===== src/rtl/mfdiv_pkg.sv =====
package mfdiv_pkg;

    typedef enum logic [1:0] {
        ST_IDLE = 2'd0,
        ST_PREP = 2'd1,
        ST_RUN  = 2'd2,
        ST_WRAP = 2'd3
    } dstate_e;

    typedef enum logic [2:0] {
        FMT_S32  = 3'd0,
        FMT_U32  = 3'd1,
        FMT_S16  = 3'd2,
        FMT_U16  = 3'd3,
        FMT_FRAC = 3'd4
    } fmt_e;

endpackage


===== src/rtl/mfdiv_prep.sv =====
module mfdiv_prep
    import mfdiv_pkg::*;
#(
    parameter int W = 16
) (
    input  logic [2:0]     fmt,
    input  logic [W-1:0]   hi,
    input  logic [W-1:0]   lo,
    input  logic [W-1:0]   dv,
    output logic [2*W-1:0] mag_n,
    output logic [W-1:0]   mag_d,
    output logic           neg_q,
    output logic           neg_r,
    output logic           zero_d
);
    localparam int DW = 2 * W;

    logic [DW-1:0] ext;
    logic [DW-1:0] abs_n;
    logic          n_signed;
    logic          d_signed;
    logic          frac;
    logic          n_neg;
    logic          d_neg;

    // The format code decides how the dividend is widened and whether operands carry a sign.
    always_comb begin
        ext      = {{W{1'b0}}, lo};
        n_signed = 1'b0;
        d_signed = 1'b0;
        frac     = 1'b0;
        case (fmt)
            FMT_S32: begin
                ext      = {hi, lo};
                n_signed = 1'b1;
                d_signed = 1'b1;
            end
            FMT_U32: begin
                ext = {hi, lo};
            end
            FMT_S16: begin
                ext      = {{W{lo[W-1]}}, lo};
                n_signed = 1'b1;
                d_signed = 1'b1;
            end
            FMT_FRAC: begin
                ext      = {{W{lo[W-1]}}, lo};
                n_signed = 1'b1;
                d_signed = 1'b1;
                frac     = 1'b1;
            end
            default: begin
                ext = {{W{1'b0}}, lo};
            end
        endcase
    end

    always_comb begin
        n_neg  = n_signed & ext[DW-1];
        abs_n  = n_neg ? (~ext + 1'b1) : ext;
        mag_n  = frac ? (abs_n << (W - 1)) : abs_n;
        d_neg  = d_signed & dv[W-1];
        mag_d  = d_neg ? (~dv + 1'b1) : dv;
        neg_q  = n_neg ^ d_neg;
        neg_r  = n_neg;
        zero_d = (dv == '0);
    end

endmodule


===== src/rtl/mfdiv_step.sv =====
module mfdiv_step #(
    parameter int W = 16
) (
    input  logic [W-1:0] r_in,
    input  logic         bit_in,
    input  logic [W-1:0] d,
    output logic [W-1:0] r_out,
    output logic         q_bit
);
    logic [W:0] trial;
    logic [W:0] diff;

    // One restoring step: shift the next dividend bit in, then subtract the divisor if it fits.
    always_comb begin
        trial = {r_in, bit_in};
        diff  = trial - {1'b0, d};
        q_bit = (trial >= {1'b0, d});
        r_out = q_bit ? diff[W-1:0] : trial[W-1:0];
    end

    always_comb begin
        if (d != '0 && r_in < d) begin
            AST_STEP_REM_BOUND: assert (r_out < d);
        end
    end

endmodule


===== src/rtl/mfdiv_fix.sv =====
module mfdiv_fix #(
    parameter int W = 16
) (
    input  logic [W-1:0] q_raw,
    input  logic [W-1:0] r_raw,
    input  logic         neg_q,
    input  logic         neg_r,
    output logic [W-1:0] q_out,
    output logic [W-1:0] r_out
);
    // The magnitudes are turned back into signed results: the quotient takes the XOR of the operand signs,
    // the remainder the dividend's sign.
    always_comb begin
        q_out = neg_q ? (~q_raw + 1'b1) : q_raw;
        r_out = neg_r ? (~r_raw + 1'b1) : r_raw;
    end

endmodule


===== src/rtl/multi_fmt_divider.sv =====
module multi_fmt_divider
    import mfdiv_pkg::*;
#(
    parameter int W    = 16,
    parameter int ITER = 18
) (
    input  logic         clk,
    input  logic         rst_n,
    input  logic         start_i,
    input  logic [2:0]   fmt_i,
    input  logic [W-1:0] dvd_lo_i,
    input  logic [W-1:0] dvd_hi_i,
    input  logic [W-1:0] dvs_i,
    output logic         busy_o,
    output logic         done_o,
    output logic [W-1:0] quo_o,
    output logic [W-1:0] rem_o,
    output logic         dz_o
);
    localparam int DW   = 2 * W;
    localparam int HI_W = DW - ITER;
    localparam int CW   = $clog2(ITER);
    localparam logic [CW-1:0] LAST = CW'(ITER - 1);

    dstate_e        state_q, state_d;
    logic [CW-1:0]  cnt_q;
    logic [W-1:0]   part_q;
    logic [ITER-1:0] shf_q;
    logic [W-1:0]   dvs_q;
    logic           negq_q, negr_q, dz_q;

    logic [2:0]     fmt_cap;
    logic [W-1:0]   hi_cap, lo_cap, dv_cap;

    logic [DW-1:0]  mag_n;
    logic [W-1:0]   mag_d;
    logic           neg_q, neg_r, zero_d;
    logic [W-1:0]   step_r;
    logic           step_q;

    mfdiv_prep #(.W(W)) u_prep (
        .fmt    (fmt_cap),
        .hi     (hi_cap),
        .lo     (lo_cap),
        .dv     (dv_cap),
        .mag_n  (mag_n),
        .mag_d  (mag_d),
        .neg_q  (neg_q),
        .neg_r  (neg_r),
        .zero_d (zero_d)
    );

    mfdiv_step #(.W(W)) u_step (
        .r_in   (part_q),
        .bit_in (shf_q[ITER-1]),
        .d      (dvs_q),
        .r_out  (step_r),
        .q_bit  (step_q)
    );

    mfdiv_fix #(.W(W)) u_fix (
        .q_raw (shf_q[W-1:0]),
        .r_raw (part_q),
        .neg_q (negq_q),
        .neg_r (negr_q),
        .q_out (quo_o),
        .r_out (rem_o)
    );

    // State register
    always_ff @(posedge clk or negedge rst_n) begin
        if (!rst_n) state_q <= ST_IDLE;
        else        state_q <= state_d;
    end

    // Next-state logic
    always_comb begin
        state_d = state_q;
        unique case (state_q)
            ST_IDLE: if (start_i) state_d = ST_PREP;
            ST_PREP: state_d = ST_RUN;
            ST_RUN:  if (cnt_q == LAST) state_d = ST_WRAP;
            ST_WRAP: state_d = ST_IDLE;
        endcase
    end

    // Outputs decoded from the state
    always_comb begin
        busy_o = (state_q != ST_IDLE);
        done_o = (state_q == ST_WRAP);
        dz_o   = dz_q;
    end

    // Operand capture happens only on an accepted request.
    always_ff @(posedge clk or negedge rst_n) begin
        if (!rst_n) begin
            fmt_cap <= '0;
            hi_cap  <= '0;
            lo_cap  <= '0;
            dv_cap  <= '0;
        end else if (state_q == ST_IDLE && start_i) begin
            fmt_cap <= fmt_i;
            hi_cap  <= dvd_hi_i;
            lo_cap  <= dvd_lo_i;
            dv_cap  <= dvs_i;
        end
    end

    // Datapath: setup load, then one quotient bit per cycle.
    always_ff @(posedge clk or negedge rst_n) begin
        if (!rst_n) begin
            cnt_q  <= '0;
            part_q <= '0;
            shf_q  <= '0;
            dvs_q  <= '0;
            negq_q <= 1'b0;
            negr_q <= 1'b0;
            dz_q   <= 1'b0;
        end else begin
            unique case (state_q)
                ST_PREP: begin
                    part_q <= {{(W - HI_W){1'b0}}, mag_n[DW-1:ITER]};
                    shf_q  <= mag_n[ITER-1:0];
                    dvs_q  <= mag_d;
                    negq_q <= neg_q;
                    negr_q <= neg_r;
                    dz_q   <= zero_d;
                    cnt_q  <= '0;
                end
                ST_RUN: begin
                    part_q <= step_r;
                    shf_q  <= {shf_q[ITER-2:0], step_q};
                    cnt_q  <= cnt_q + 1'b1;
                end
                default: begin
                end
            endcase
        end
    end

    AST_DONE_SINGLE: assert property (@(posedge clk) disable iff (!rst_n)
        done_o |=> !done_o);

    AST_RUN_BOUND: assert property (@(posedge clk) disable iff (!rst_n)
        (state_q == ST_RUN) |-> (cnt_q < CW'(ITER)));

    AST_PREP_TO_RUN: assert property (@(posedge clk) disable iff (!rst_n)
        (state_q == ST_PREP) |=> (state_q == ST_RUN && busy_o));

    AST_BUSY_NO_RELOAD: assert property (@(posedge clk) disable iff (!rst_n)
        ((state_q == ST_RUN || state_q == ST_WRAP) && start_i) |=> $stable(dvs_q));

    AST_IDLE_HOLD: assert property (@(posedge clk) disable iff (!rst_n)
        (state_q == ST_IDLE && !start_i) |=> ($stable(quo_o) && $stable(rem_o) && $stable(dz_o)));

endmodule


===== config.mk =====
export PLATFORM = sky130hd
export DESIGN_NAME = multi_fmt_divider
export DESIGN_NICKNAME = d
export VERILOG_FILES = /design/src/rtl/mfdiv_pkg.sv /design/src/rtl/mfdiv_prep.sv /design/src/rtl/mfdiv_step.sv /design/src/rtl/mfdiv_fix.sv /design/src/rtl/multi_fmt_divider.sv
export SDC_FILE = /design/constraint.sdc
export NUM_CORES = 1
export LEC_CHECK = 0
export ABC_CLOCK_PERIOD_IN_PS = 4650
export BUFFER_PORTS_ARGS = -buffer_cell sky130_fd_sc_hd__buf_2
export CAP_MARGIN = 10
export CORE_ASPECT_RATIO = 1.25
export CORE_MARGIN = 5
export CORE_UTILIZATION = 49
export CTS_BUF_LIST = sky130_fd_sc_hd__clkbuf_4
export DETAILED_ROUTE_END_ITERATION = 12
export PLACE_DENSITY = 0.81
export SLEW_MARGIN = 20
export SYNTH_ARGS = -nofsm -noshare
export SYNTH_HDL_FRONTEND = slang
export SYNTH_SLANG_ARGS = --single-unit

===== constraint.sdc =====
create_clock -name clk -period 4.65 [get_ports clk]
set_input_delay 0 -clock clk [delete_from_list [all_inputs] [get_ports clk]]
set_output_delay 0 -clock clk [all_outputs]
set_load 0.05 [all_outputs]

---- After elaboration in Yosys (flattened, before gate mapping) ----
Cells that the tools add are included.
storage, ports and cells
  flip-flop bits (word level) ............. 111
  logic and storage cells ................. 60
  input bits .............................. 54
cells by class
  equal/unequal tests ..................... 9
  multiplexer cells ....................... 15
  order comparisons ....................... 1
  add/sub/neg operators ................... 6
  reductions and logical operators ........ 10
  bitwise gates (word level) .............. 7
operators by type and width
  cell                                                             count
  16-bit 2-to-1 mux                                                4
  32-bit 2-to-1 mux                                                2
  32-bit one-hot mux with 2 select lines                           1
  16-bit by 1-bit adder with 16-bit output, second input constant  3
  16-bit inverter                                                  3
  18-bit one-hot mux with 2 select lines                           1
  32-bit by 1-bit adder with 32-bit output, second input constant  1
  32-bit inverter                                                  1
  16-bit one-hot mux with 2 select lines                           1
  17-bit by 16-bit greater-or-equal comparator with 1-bit output   1
  16-bit logical NOT                                               1
  16-bit subtractor                                                1
  5-bit one-hot mux with 2 select lines                            1
  2-bit one-hot mux with 4 select lines                            1
  5-bit by 1-bit adder with 5-bit output, second input constant    1
  5-bit == test, second input constant                             1
  2-bit == test, second input constant                             2
  2-bit 2-to-1 mux                                                 2
  2-bit inequality test, second input constant                     2
  2-bit nonzero test                                               2
  2-bit OR reduction                                               2
  3-bit by 1-bit == test with 1-bit output, second input constant  1
  3-bit by 2-bit == test with 1-bit output, second input constant  1
  3-bit == test, second input constant                             1
  other kinds (9)                                                  11

---- Logic depth before layout (Yosys ltp) ----
Gate-level depths: netlist of run 1.
  word-level depth ........................ 8
  mapped depth ............................ 11
  gate-level depth less buffers ........... 10

---- By module ----
Synthesis of run 1 repeated with hierarchy kept, for this count alone.
second synthesis, totals
  cells, all modules ...................... 822
  area total of the unflattened synthesis .. 7,847.5 µm²
by module, submodules not included
  module             times used  area each (µm²)  sequential area each (µm²)  cells an instance
  multi_fmt_divider  1           4,613.2          2,777.7                     338
  mfdiv_prep         1           1,463.9          0.0                         243
  mfdiv_step         1           1,164.9          0.0                         156
  mfdiv_fix          1           605.6            0.0                         85

---- Least setup slack after synthesis of run 1 ----
OpenSTA, ideal clock, no wires.
  kind .................................... reg2reg
  start ................................... reg part_q[8]
  end ..................................... reg part_q[10]
  data arrival time ....................... 2.342 ns
  buffers on the path ..................... 1
  required time ........................... 4.524 ns
  setup time .............................. 0.126 ns
  period minus slack after synthesis ...... 2.468 ns
  cell stages (with the launch flop) ...... 10
  path slack .............................. 2.182 ns
  path through ............................ dfrtp_1 > ha_1 > and3_1 > clkbuf_1 > nor4b_2 > a211oi_2 > o21a_1 > nand2_4 > and4b_1 > o32a_1
between the ends
  word-level cells in the longest chain between the ends .. 3
RTL lines
  element                                                                                              RTL line                            RTL
  from (decl)                                                                                          multi_fmt_divider.sv:27             logic [W-1:0] part_q;
  from (signal assigned)                                                                               multi_fmt_divider.sv:122            part_q <= {{(W - HI_W){1'b0}}, mag_n[DW-1:ITER]};
  from (signal assigned)                                                                               multi_fmt_divider.sv:131            part_q <= step_r;
  16-bit subtractor or 17-bit by 16-bit greater-or-equal comparator with 1-bit output (tied branches)  mfdiv_step.sv:16, mfdiv_step.sv:17
  16-bit 2-to-1 mux *                                                                                  mfdiv_step.sv:18                    r_out = q_bit ? diff[W-1:0] : trial[W-1:0];
  16-bit one-hot mux with 2 select lines *                                                             multi_fmt_divider.sv:120            unique case (state_q)
Every way passes the cells marked *; elsewhere a longest branch is shown, timed or not.
A chain may end at the register's enable or synchronous reset.

---- Final worst setup path of run 1 ----
  start ................................... reg part_q[4]
  end ..................................... out rem_o[13]
between the ends
  word-level cells in the longest chain between the ends .. 3
RTL lines
  element                                   RTL line                 RTL
  16-bit inverter                           mfdiv_fix.sv:15          r_out = neg_r ? (~r_raw + 1'b1) : r_raw;
  16-bit by 1-bit adder with 16-bit output  mfdiv_fix.sv:15
  16-bit 2-to-1 mux                         mfdiv_fix.sv:15
  to (decl)                                 multi_fmt_divider.sv:17  output logic [W-1:0] rem_o,
Every way passes these cells.

==> metrics.md, run 1 <==
| Metric | Value |
|---|---|
| Starting Density | about half |
| DIE WIDTH | approximately 120 um |
| Dpl hpwl | 14900 um |
| Post-synth EDFFs | 0 |
| CP startpoint kind | register |
| Top cell family by delay on the critical path | simple AND/OR/NAND/NOR gates |
| Clock transition at path regs | roughly 0.17 ns |
| Initial antenna violation count | 2 |
| Clk_skew | ~0.016 ns |
| CTS tree | yes |
| Crit end category | output port |
| Avg Cell Area, Syn | a little over 9 um^2 |
| Synth area leaders | dfrtp_1 37%, mux2_2 8.1%, xnor2_1 5.8%, ha_1 4.5%, a21oi_1 4.2% |
| Vias in the first global route | about 6600 |
| CTS root buffer | clkbuf_4 |
| Final Hold Fails | 0 |
| Syn Std Cell Area | roughly 0.0075 mm^2 |
| DR iter-0 viols | about 600 |
| Final WL | around 20000 um |
| Clk Latency, worst-skew pair | 0.48 ns |
| Max stage delay on crit path | around 0.52 ns |
| Slew Limit Headroom | 40.1% |
| Via count | 6815 |
| CTS Sinks | ~110 |
| Fin Setup TNS | 0 ns |
| Netlist cell types | 75 |
| Crit share post-route | between 60% and 70% |
| DRC viols | 0 |
| Mean number of vias per cell | roughly 6 |
| Hold Path Class | in2async |
| Yosys reg bits | roughly 110 |
| Most common cell after layout, fill and taps aside | dfrtp_1 |
| Worst Tran Pin Value | 0.896 ns |
| FP Rows | 50 |
| Max FO, Critical Path | 5 |
| Crit path buf inv count | 1 |
| Maximum clock insertion buffer count | 2 |
| Fin nets | 1028 |
| Layout cells sized above 1 | about a fifth |
| Most frequent cells in the layout | 111 x dfrtp_1, 87 x buf_2, 84 x nor2_1 |
| Core Area | between 0.015 and 0.02 mm^2 |
| Synthesis-to-finish area growth | 15.9% |
| RSZ-0062 raised after global routing | false |
| Fraction of registers with async set/reset | 100% |
| Post-layout min period | between 3 and 4 ns |
| WS Path Type | reg2out |
| Slowest CP cell | dfrtp_1 |
| Main synth FF type | dfrtp_1 |
| GRT overflow | 0 |
| Area fraction of the dominant cell type after synthesis | between 30% and 40% |
| Wire length per cell | between 15 and 20 um |
| Final antenna-violating net count | 0 |
| First-pass GRT wire length | about 33000 um |
| Largest area contributor in the netlist | dfrtp_1 |
| Max-Cap Viols | 0 |
| Ports | slightly below 90 |
| Worst path required time | between 4 and 5 ns |
| Die Ht | about 150 um |
| Critical path arrival | roughly 3 ns |
| Max Clk Rate | around 0.33 GHz |
| Gate Count Post-Synth | between 800 and 900 |
| Max-slew violations | 0 |
| Final setup fails | 0 |
| Run status | finished, final reports clean |
| CTS buffer count | 9 |
| Total GRT Usage | 22.8% |
| Pin count of the biggest net entering global routing | 60 |
| Die area | roughly 0.018 mm^2 |
| Register area share after synthesis | 36.9% |
| Synthesized net count | between 900 and 1000 |
| I/O Buffers | 88 |
| DR pass1 iterations | 5 |
| # H-tree levels | 3 |
| Synth Warn # | 0 |
| CP cell instances | nor3_2 > nand3_1 > or3_1 > or4_1 > o41ai_1 > xnor2_1 > buf_2 |
| Gpl congestion | between 0.9 and 1 |
## timing repair
item,in CTS,in global routing
setup endpoints to repair,0,0
hold buffers,53,0
hold endpoints to repair,104,0
gates resized for setup,0,0
buffers inserted,0,0
## synthesized netlist by cell type (all sizes together), types with 8 or more instances
library cell	number
a211oi	14
a21oi	63
a31oi	11
and3	9
buf	14
clkbuf	29
dfrtp	111
ha	27
inv	42
mux2	54
mux2i	14
nand2	60
nand3	12
nand3b	8
nor2	85
nor3	28
o21ai	44
o22ai	9
o31ai	17
or3	8
xnor2	50
xor2	23
## final cells by class
type                       count  area [um^2]
antenna                        2         5.00
clock buffer                  10         75.1
clock inverter                 6         43.8
timing repair buffer         148         1030
multi-input combinational    634         4410
tap                          182          228
sequential                   111         2780
inverter                      42          158
fill                        1296         6290
## through the flow
stage          utilization [%]  cells  cell area, um^2  setup slack, ns  hold WS (ns)
2_1_floorplan                -    830             7520             2.18        -0.296
3_3_place_gp              53.7   1064             8070             1.92        0.0797
3_5_place_dp              53.7   1064             8070             1.88        0.0828
4_1_cts                   58.0   1133             8710             1.64        0.0909
5_1_grt                   58.1   1134             8720             1.51         0.131
6_report                  58.1   1135             8720             1.64        0.0652
## sequential cells by signal, indices dropped and copies added (netlist names), 2 cells and up
signal,flops
lo_cap,16
part_q,16
hi_cap,16
cnt_q,5
shf_q,18
state_q,2
fmt_cap,3
dv_cap,16
dvs_q,16
## final timing paths
| path | startpoint | endpoint | slack [ns] | cells after the start |
|---|---|---|---|---|
| setup / recovery | part_q[4]$_DFFE_PN0P_ | rem_o[13] | 1.64 | 7 |
| hold / removal | rst_n | lo_cap[9]$_DFFE_PN0P_ | 0.07 | 2 |
| setup reg to reg | part_q[2]$_DFFE_PN0P_ | part_q[10]$_DFFE_PN0P_ | 1.81 | 8 |
| hold reg to reg | cnt_q[4]$_DFFE_PN0P_ | cnt_q[4]$_DFFE_PN0P_ | 0.50 | 1 |
| max in group asynchronous | rst_n | dvs_q[13]$_DFFE_PN0N_ | 3.41 | 3 |
| min in group clk | dvd_hi_i[2] | hi_cap[2]$_DFFE_PN0P_ | 0.27 | 3 |
## kinds of logic after synthesis
kind of cell,count (synthesis),share of synthesized area (%)
simple gates,254,17.2
compound gates,211,18.2
flops,111,36.9
buf+inv,85,4.51
xor+xnor,73,8.50
mux,68,9.95
fa+ha+maj,28,4.76
## metal layers
layer	share of wire (%)	track usage [%]	wire, um	vias up
met5	0	0	0	-
met4	2.7	7.94	554	0
met3	6.9	3.73	1410	59
met2	49	38.2	9950	314
met1	42	30.1	8460	3211
li1	-	-	-	3231
## worst register-to-register path, stage by stage, from the launching register on
cell and delay [ns]:
dfrtp_1 0.53, ha_1 0.42, and2_1 0.19, a221oi_1 0.32, a21oi_1 0.21, o211ai_2 0.29, nand2_4 0.21, and4b_1 0.26
o32a_1 0.32
Power of run 1 is left out: the tool's default activity adds up to more than one toggle a clock period on the data nets, which glitch-free logic cannot reach.
==> run 2, diff against run 1 <==
--- a/config.mk
+++ b/config.mk
@@ -5,7 +5,7 @@
 export SDC_FILE = /design/constraint.sdc
 export NUM_CORES = 1
 export LEC_CHECK = 0
-export ABC_CLOCK_PERIOD_IN_PS = 4650
+export ABC_CLOCK_PERIOD_IN_PS = 3000
 export BUFFER_PORTS_ARGS = -buffer_cell sky130_fd_sc_hd__buf_2
 export CAP_MARGIN = 10
 export CORE_ASPECT_RATIO = 1.25
==> constraint.sdc (replaced) <==
create_clock -name clk -period 3 [get_ports clk]
set_input_delay 0 -clock clk [delete_from_list [all_inputs] [get_ports clk]]
set_output_delay 0 -clock clk [all_outputs]
set_load 0.05 [all_outputs]
==> run 2 against run 1 <==
  * Utilization up 1.4 points
  * Critical path type unchanged
  * Cell area up 2.5%
  * Setup slack worse by 1.5 ns
  * Global-route usage up 0.23 points
  * Clock skew up 0.0050 ns
  * Hold slack better by 0.078 ns
==> metrics.md, run 2 (synthesis results as in run 1) <==
| Metric | Value |
|---|---|
| Run status | finished, final reports clean |
| Hold Path Class | in2async |
| Post-CTS setup buffer count | 0 |
| Crit end category | output port |
| Slew Limit Headroom | a little over two fifths |
| Reg2Reg Depth | 8 |
| Reg-to-reg startpoint | part_q[3]$_DFFE_PN0P_ |
| R2r setup slk | 0.27 ns |
| I/O Buffers | 88 |
| WS Path Type | reg2out |
| Initial antenna violation count | 1 |
| Clk Latency, worst-skew pair | roughly 0.5 ns |
| Critical path arrival | between 2 and 3 ns |
| Max-Cap Viols | 0 |
| Synthesis-to-finish area growth | 18.8% |
| Final Util | 59.5% |
| CP cell instances | nor3_2 > nand3_1 > or3_1 > or4_1 > o41ai_2 > xnor2_1 > buf_4 |
| Crit share post-route | a little over nine tenths |
| CTS Sinks | around 110 |
| CP startpoint kind | register |
| Fin nets | roughly 1000 |
| FP Rows | 50 |
| GRT overflow | 0 |
| Max stage delay on crit path | 0.50 ns |
| Core Area | 0.0150 mm^2 |
| Worst path required time | approximately 3.0 ns |
| Final WL | a little over 20000 um |
| Dpl hpwl | roughly 15000 um |
| Worst Tran Pin Value | just under 0.9 ns |
| Clk_skew | 0.0209 ns |
| Max reg flops | 18 |
| Worst setup path endpoint | rem_o[13] |
| DIE WIDTH | between 100 and 150 um |
| DRC viols | 0 |
| Wire length per cell | between 15 and 20 um |
| Max Clk Rate | 0.350 GHz |
| # H-tree levels | 3 |
| CTS root buffer | clkbuf_4 |
| Crit path buf inv count | 1 |
| Register with the most flip-flops | shf_q |
| Critical path depth | 7 |
| Die area | 0.0179 mm^2 |
| Vias in the first global route | about 6600 |
| Maximum clock insertion buffer count | 2 |
| CP Launch Point | part_q[4]$_DFFE_PN0P_ |
| Gpl congestion | about 0.98 |
| Total GRT Usage | 23.0% |
| Via count | 6820 |
| DR pass1 iterations | 6 |
| Die Ht | 149 um |
| Pin count of the biggest net entering global routing | 66 |
| Mean number of vias per cell | approximately 6 |
| CTS buffer count | 9 |
| Most common cell after layout, fill and taps aside | dfrtp_1 |
| Final Hold Fails | 0 |
| Clock transition at path regs | between 0.15 and 0.2 ns |
| Max-slew violations | 0 |
| Slowest CP cell | dfrtp_2 |
| CTS tree | yes |
| First-pass GRT wire length | roughly 34000 um |
| Ports | just under 90 |
| Layout cells sized above 1 | between 20% and 30% |
| Starting Density | between 50% and 60% |
| Final setup fails | 0 |
| Most frequent cells in the layout | 109 x dfrtp_1, 85 x buf_2, 84 x nor2_1 |
| Final antenna-violating net count | 0 |
| Max FO, Critical Path | 5 |
| DR iter-0 viols | ~550 |
| Post-layout min period | 2.85 ns |
| Worst R2R End | part_q[10]$_DFFE_PN0P_ |
| Top cell family by delay on the critical path | simple AND/OR/NAND/NOR gates |
[run 2: worst reg2reg max path, cell delays in order, from the launching register on]
cell and delay (ns):
dfrtp_1 0.50, ha_1 0.40, and2_1 0.21, a221oi_1 0.33
a21oi_1 0.21, o211ai_2 0.28, nand2_4 0.16, and4b_1 0.23
o32a_1 0.32
[run 2: area by class of cell]
cell class              instances  area, um^2
repair buffers                166        1190
fillers                      1298        6080
inverters                      42         158
clock buffers                   9        67.6
diodes                          1        2.50
multi-input cells             634        4420
clock inverters                 7        87.6
flip-flops and latches        111        2780
well taps                     182         228
[run 2: how the worst min path moves through the flow]
stage,end,slack (ns),cells past startpoint
2_1_floorplan,cnt_q[0]$_DFFE_PN0P_,-0.30,0
3_3_place_gp,lo_cap[2]$_DFFE_PN0P_,0.15,1
3_5_place_dp,lo_cap[2]$_DFFE_PN0P_,0.16,1
4_1_cts,lo_cap[2]$_DFFE_PN0P_,0.15,2
5_1_grt,lo_cap[2]$_DFFE_PN0P_,0.23,2
6_report,lo_cap[2]$_DFFE_PN0P_,0.14,2
[run 2: metal layers]
layer,up-vias,routed length (um),GRT usage [%]
met2,269,10200,38.7
met3,55,1230,3.00
li1,3261,-,-
met4,0,625,8.90
met5,-,0,0
met1,3235,8480,30.2
[run 2: stage by stage]
| step | TNS (ns) | hold slack [ns] | std cells | setup slack, ns | cell area (um^2) |
|---|---|---|---|---|---|
| CTS | 0 | 0.154 | 1151 | 0.0280 | 8910 |
| global placement | 0 | 0.155 | 1082 | 0.384 | 8230 |
| global route | -0.0127 | 0.233 | 1152 | -0.0127 | 8930 |
| detailed placement | 0 | 0.156 | 1082 | 0.328 | 8230 |
| floorplan | 0 | -0.296 | 830 | 0.532 | 7520 |
| finish | 0 | 0.143 | 1152 | 0.146 | 8930 |
[run 2: timing repair]
action                                  in CTS  in global routing
endpoints found under the setup margin       0                  2
hold buffers                                53                  0
gates resized for setup                      0                  7
hold endpoints to repair                   117                  0
Power of run 2 is left out for the same reason.
==> run 3, diff against run 2 <==
--- a/config.mk
+++ b/config.mk
@@ -8,12 +8,14 @@
 export ABC_CLOCK_PERIOD_IN_PS = 3000
 export BUFFER_PORTS_ARGS = -buffer_cell sky130_fd_sc_hd__buf_2
 export CAP_MARGIN = 10
+export CELL_PAD_IN_SITES_DETAIL_PLACEMENT = 0
+export CELL_PAD_IN_SITES_GLOBAL_PLACEMENT = 1
 export CORE_ASPECT_RATIO = 1.25
 export CORE_MARGIN = 5
-export CORE_UTILIZATION = 49
+export CORE_UTILIZATION = 47
 export CTS_BUF_LIST = sky130_fd_sc_hd__clkbuf_4
 export DETAILED_ROUTE_END_ITERATION = 12
-export PLACE_DENSITY = 0.81
+export PLACE_DENSITY = 0.95
 export SLEW_MARGIN = 20
 export SYNTH_ARGS = -nofsm -noshare
 export SYNTH_HDL_FRONTEND = slang
==> run 3 against run 2 <==
  * Sequential share of layout area fell by 0.080 points
  * Cell count rose by 2.7%
  * Flip-flop and latch count did not move
  * First-iteration DRC count fell by 34%
  * Via count fell by 0.87%
  * Routed wire length rose by 2.1%
  * Non-clock buffer count rose by 1
  * Critical endpoint unchanged
==> metrics.md, run 3 (synthesis results as in run 1) <==
| Metric | Value |
|---|---|
| Run status | finished, final reports clean |
| Via count | a little under 7000 |
| Die area | around 0.019 mm^2 |
| Post-layout min period | 2.86 ns |
| Critical path arrival | ~2.9 ns |
| Crit end category | output port |
| Clk Latency, worst-skew pair | just under 0.5 ns |
| Post-CTS setup buffer count | 0 |
| Hold Path Class | in2async |
| Pin count of the biggest net entering global routing | 80 |
| Max Clk Rate | between 0.3 and 0.4 GHz |
| Clk_skew | 0.0290 ns |
| Max FO, Critical Path | 5 |
| Final Hold Fails | 0 |
| Max-Cap Viols | 0 |
| Layout cells sized above 1 | about 21% |
| Clock transition at path regs | roughly 0.19 ns |
| Register with the most flip-flops | shf_q |
| Slew Limit Headroom | 49.9% |
| GRT overflow | 0 |
| Max reg flops | 18 |
| Fillers | around 1400 |
| Final setup fails | 0 |
| DIE WIDTH | 123 um |
| FP Rows | 51 |
| Wire length per cell | between 15 and 20 um |
| Mean number of vias per cell | about 5.7 |
| DR iter-0 viols | 363 |
| Crit share post-route | a little over nine tenths |
| I/O Buffers | between 80 and 90 |
| First-pass GRT wire length | between 30000 and 40000 um |
| Most common cell after layout, fill and taps aside | dfrtp_1 |
| Worst path required time | approximately 3 ns |
| Most frequent cells in the layout | 111 x dfrtp_1, 84 x nor2_1, 84 x buf_2 |
| Ports | 89 |
| Core Area | around 0.016 mm^2 |
| # H-tree levels | 3 |
| Dpl hpwl | about 16000 um |
| CTS root buffer | clkbuf_4 |
| Die Ht | approximately 150 um |
| Final Util | 57.2% |
| Initial antenna violation count | 1 |
| Vias in the first global route | approximately 6600 |
| Fin nets | ~1000 |
| Max-slew violations | 0 |
| CTS buffer count | 9 |
| CP startpoint kind | register |
| CTS tree | yes |
| CTS Sinks | around 110 |
| Fin Setup TNS | 0 ns |
| DR pass1 iterations | 5 |
| Gpl congestion | 0.937 |
| Starting Density | between 40 and 50% |
| Total GRT Usage | 23.2% |
| Maximum clock insertion buffer count | 2 |
| Final WL | between 20000 and 25000 um |
| Worst Tran Pin Value | ~0.75 ns |
| RSZ-0062 raised after global routing | false |
| WS Path Type | reg2out |
| Final antenna-violating net count | 0 |
| Synthesis-to-finish area growth | 19.0% |
| DRC viols | 0 |
[run 3: cell count changes in the layout (fill, tap and decap cells not counted), sizes merged]
cell,delta
clkinv,+3
inv,-2
bufinv,-1
clkbuf,+1
[run 3: path summary, 6_finish.rpt]
kind,from,end,slack [ns],depth (start not counted)
worst min register to register,cnt_q[4]$_DFFE_PN0P_,cnt_q[4]$_DFFE_PN0P_,0.52,1
max in group asynchronous,rst_n,dvs_q[13]$_DFFE_PN0N_,2.18,3
worst min-delay path,rst_n,part_q[1]$_DFFE_PN0P_,0.1,2
worst max-delay path,part_q[4]$_DFFE_PN0P_,rem_o[13],0.14,7
worst max register to register,part_q[5]$_DFFE_PN0P_,part_q[10]$_DFFE_PN0P_,0.26,8
min in group clk,dvs_i[1],dv_cap[1]$_DFFE_PN0P_,0.25,3
[run 3: repair_timing]
action	in CTS	in global routing
hold endpoints to repair	130	0
hold buffers	53	0
endpoints found under the setup margin	1	1
gates resized for setup	1	4
[run 3: worst max-delay path, cell delays in order (launching register included)]
cell	delay, ns
dfrtp_1	0.51
nor3_2	0.25
nand3_1	0.13
or3_1	0.38
or4_4	0.46
o41ai_2	0.25
xnor2_1	0.17
buf_4	0.23
[run 3: area by class of cell]
type / count / area [um^2] / area share (%)
timing repair buffer: 167 / 1190 / 13.3
multi-input combinational: 634 / 4420 / 49.4
clock buffer: 9 / 67.6 / 0.755
sequential: 111 / 2780 / 31.0
antenna: 1 / 2.50 / 0.0280
clock inverter: 7 / 67.6 / 0.755
tap: 212 / 265 / 2.96
inverter: 42 / 158 / 1.76
[run 3: metal layers]
layer	wire length [um]	track usage (%)
met1	9050	31.1
met2	10500	39.4
met3	1020	2.80
met4	424	6.65
met5	0	0
[run 3: metrics by stage]
stage | hold slack (ns) | std cells | instance area (um^2) | setup WS (ns)
2_1_floorplan | -0.296 | 830 | 7520 | 0.532
3_3_place_gp | 0.230 | 1113 | 8260 | 0.396
3_5_place_dp | 0.235 | 1113 | 8260 | 0.313
4_1_cts | 0.218 | 1182 | 8930 | 0.00971
5_1_grt | 0.145 | 1183 | 8950 | 0.0234
6_report | 0.0995 | 1183 | 8950 | 0.136
Power of run 3 is left out for the same reason.
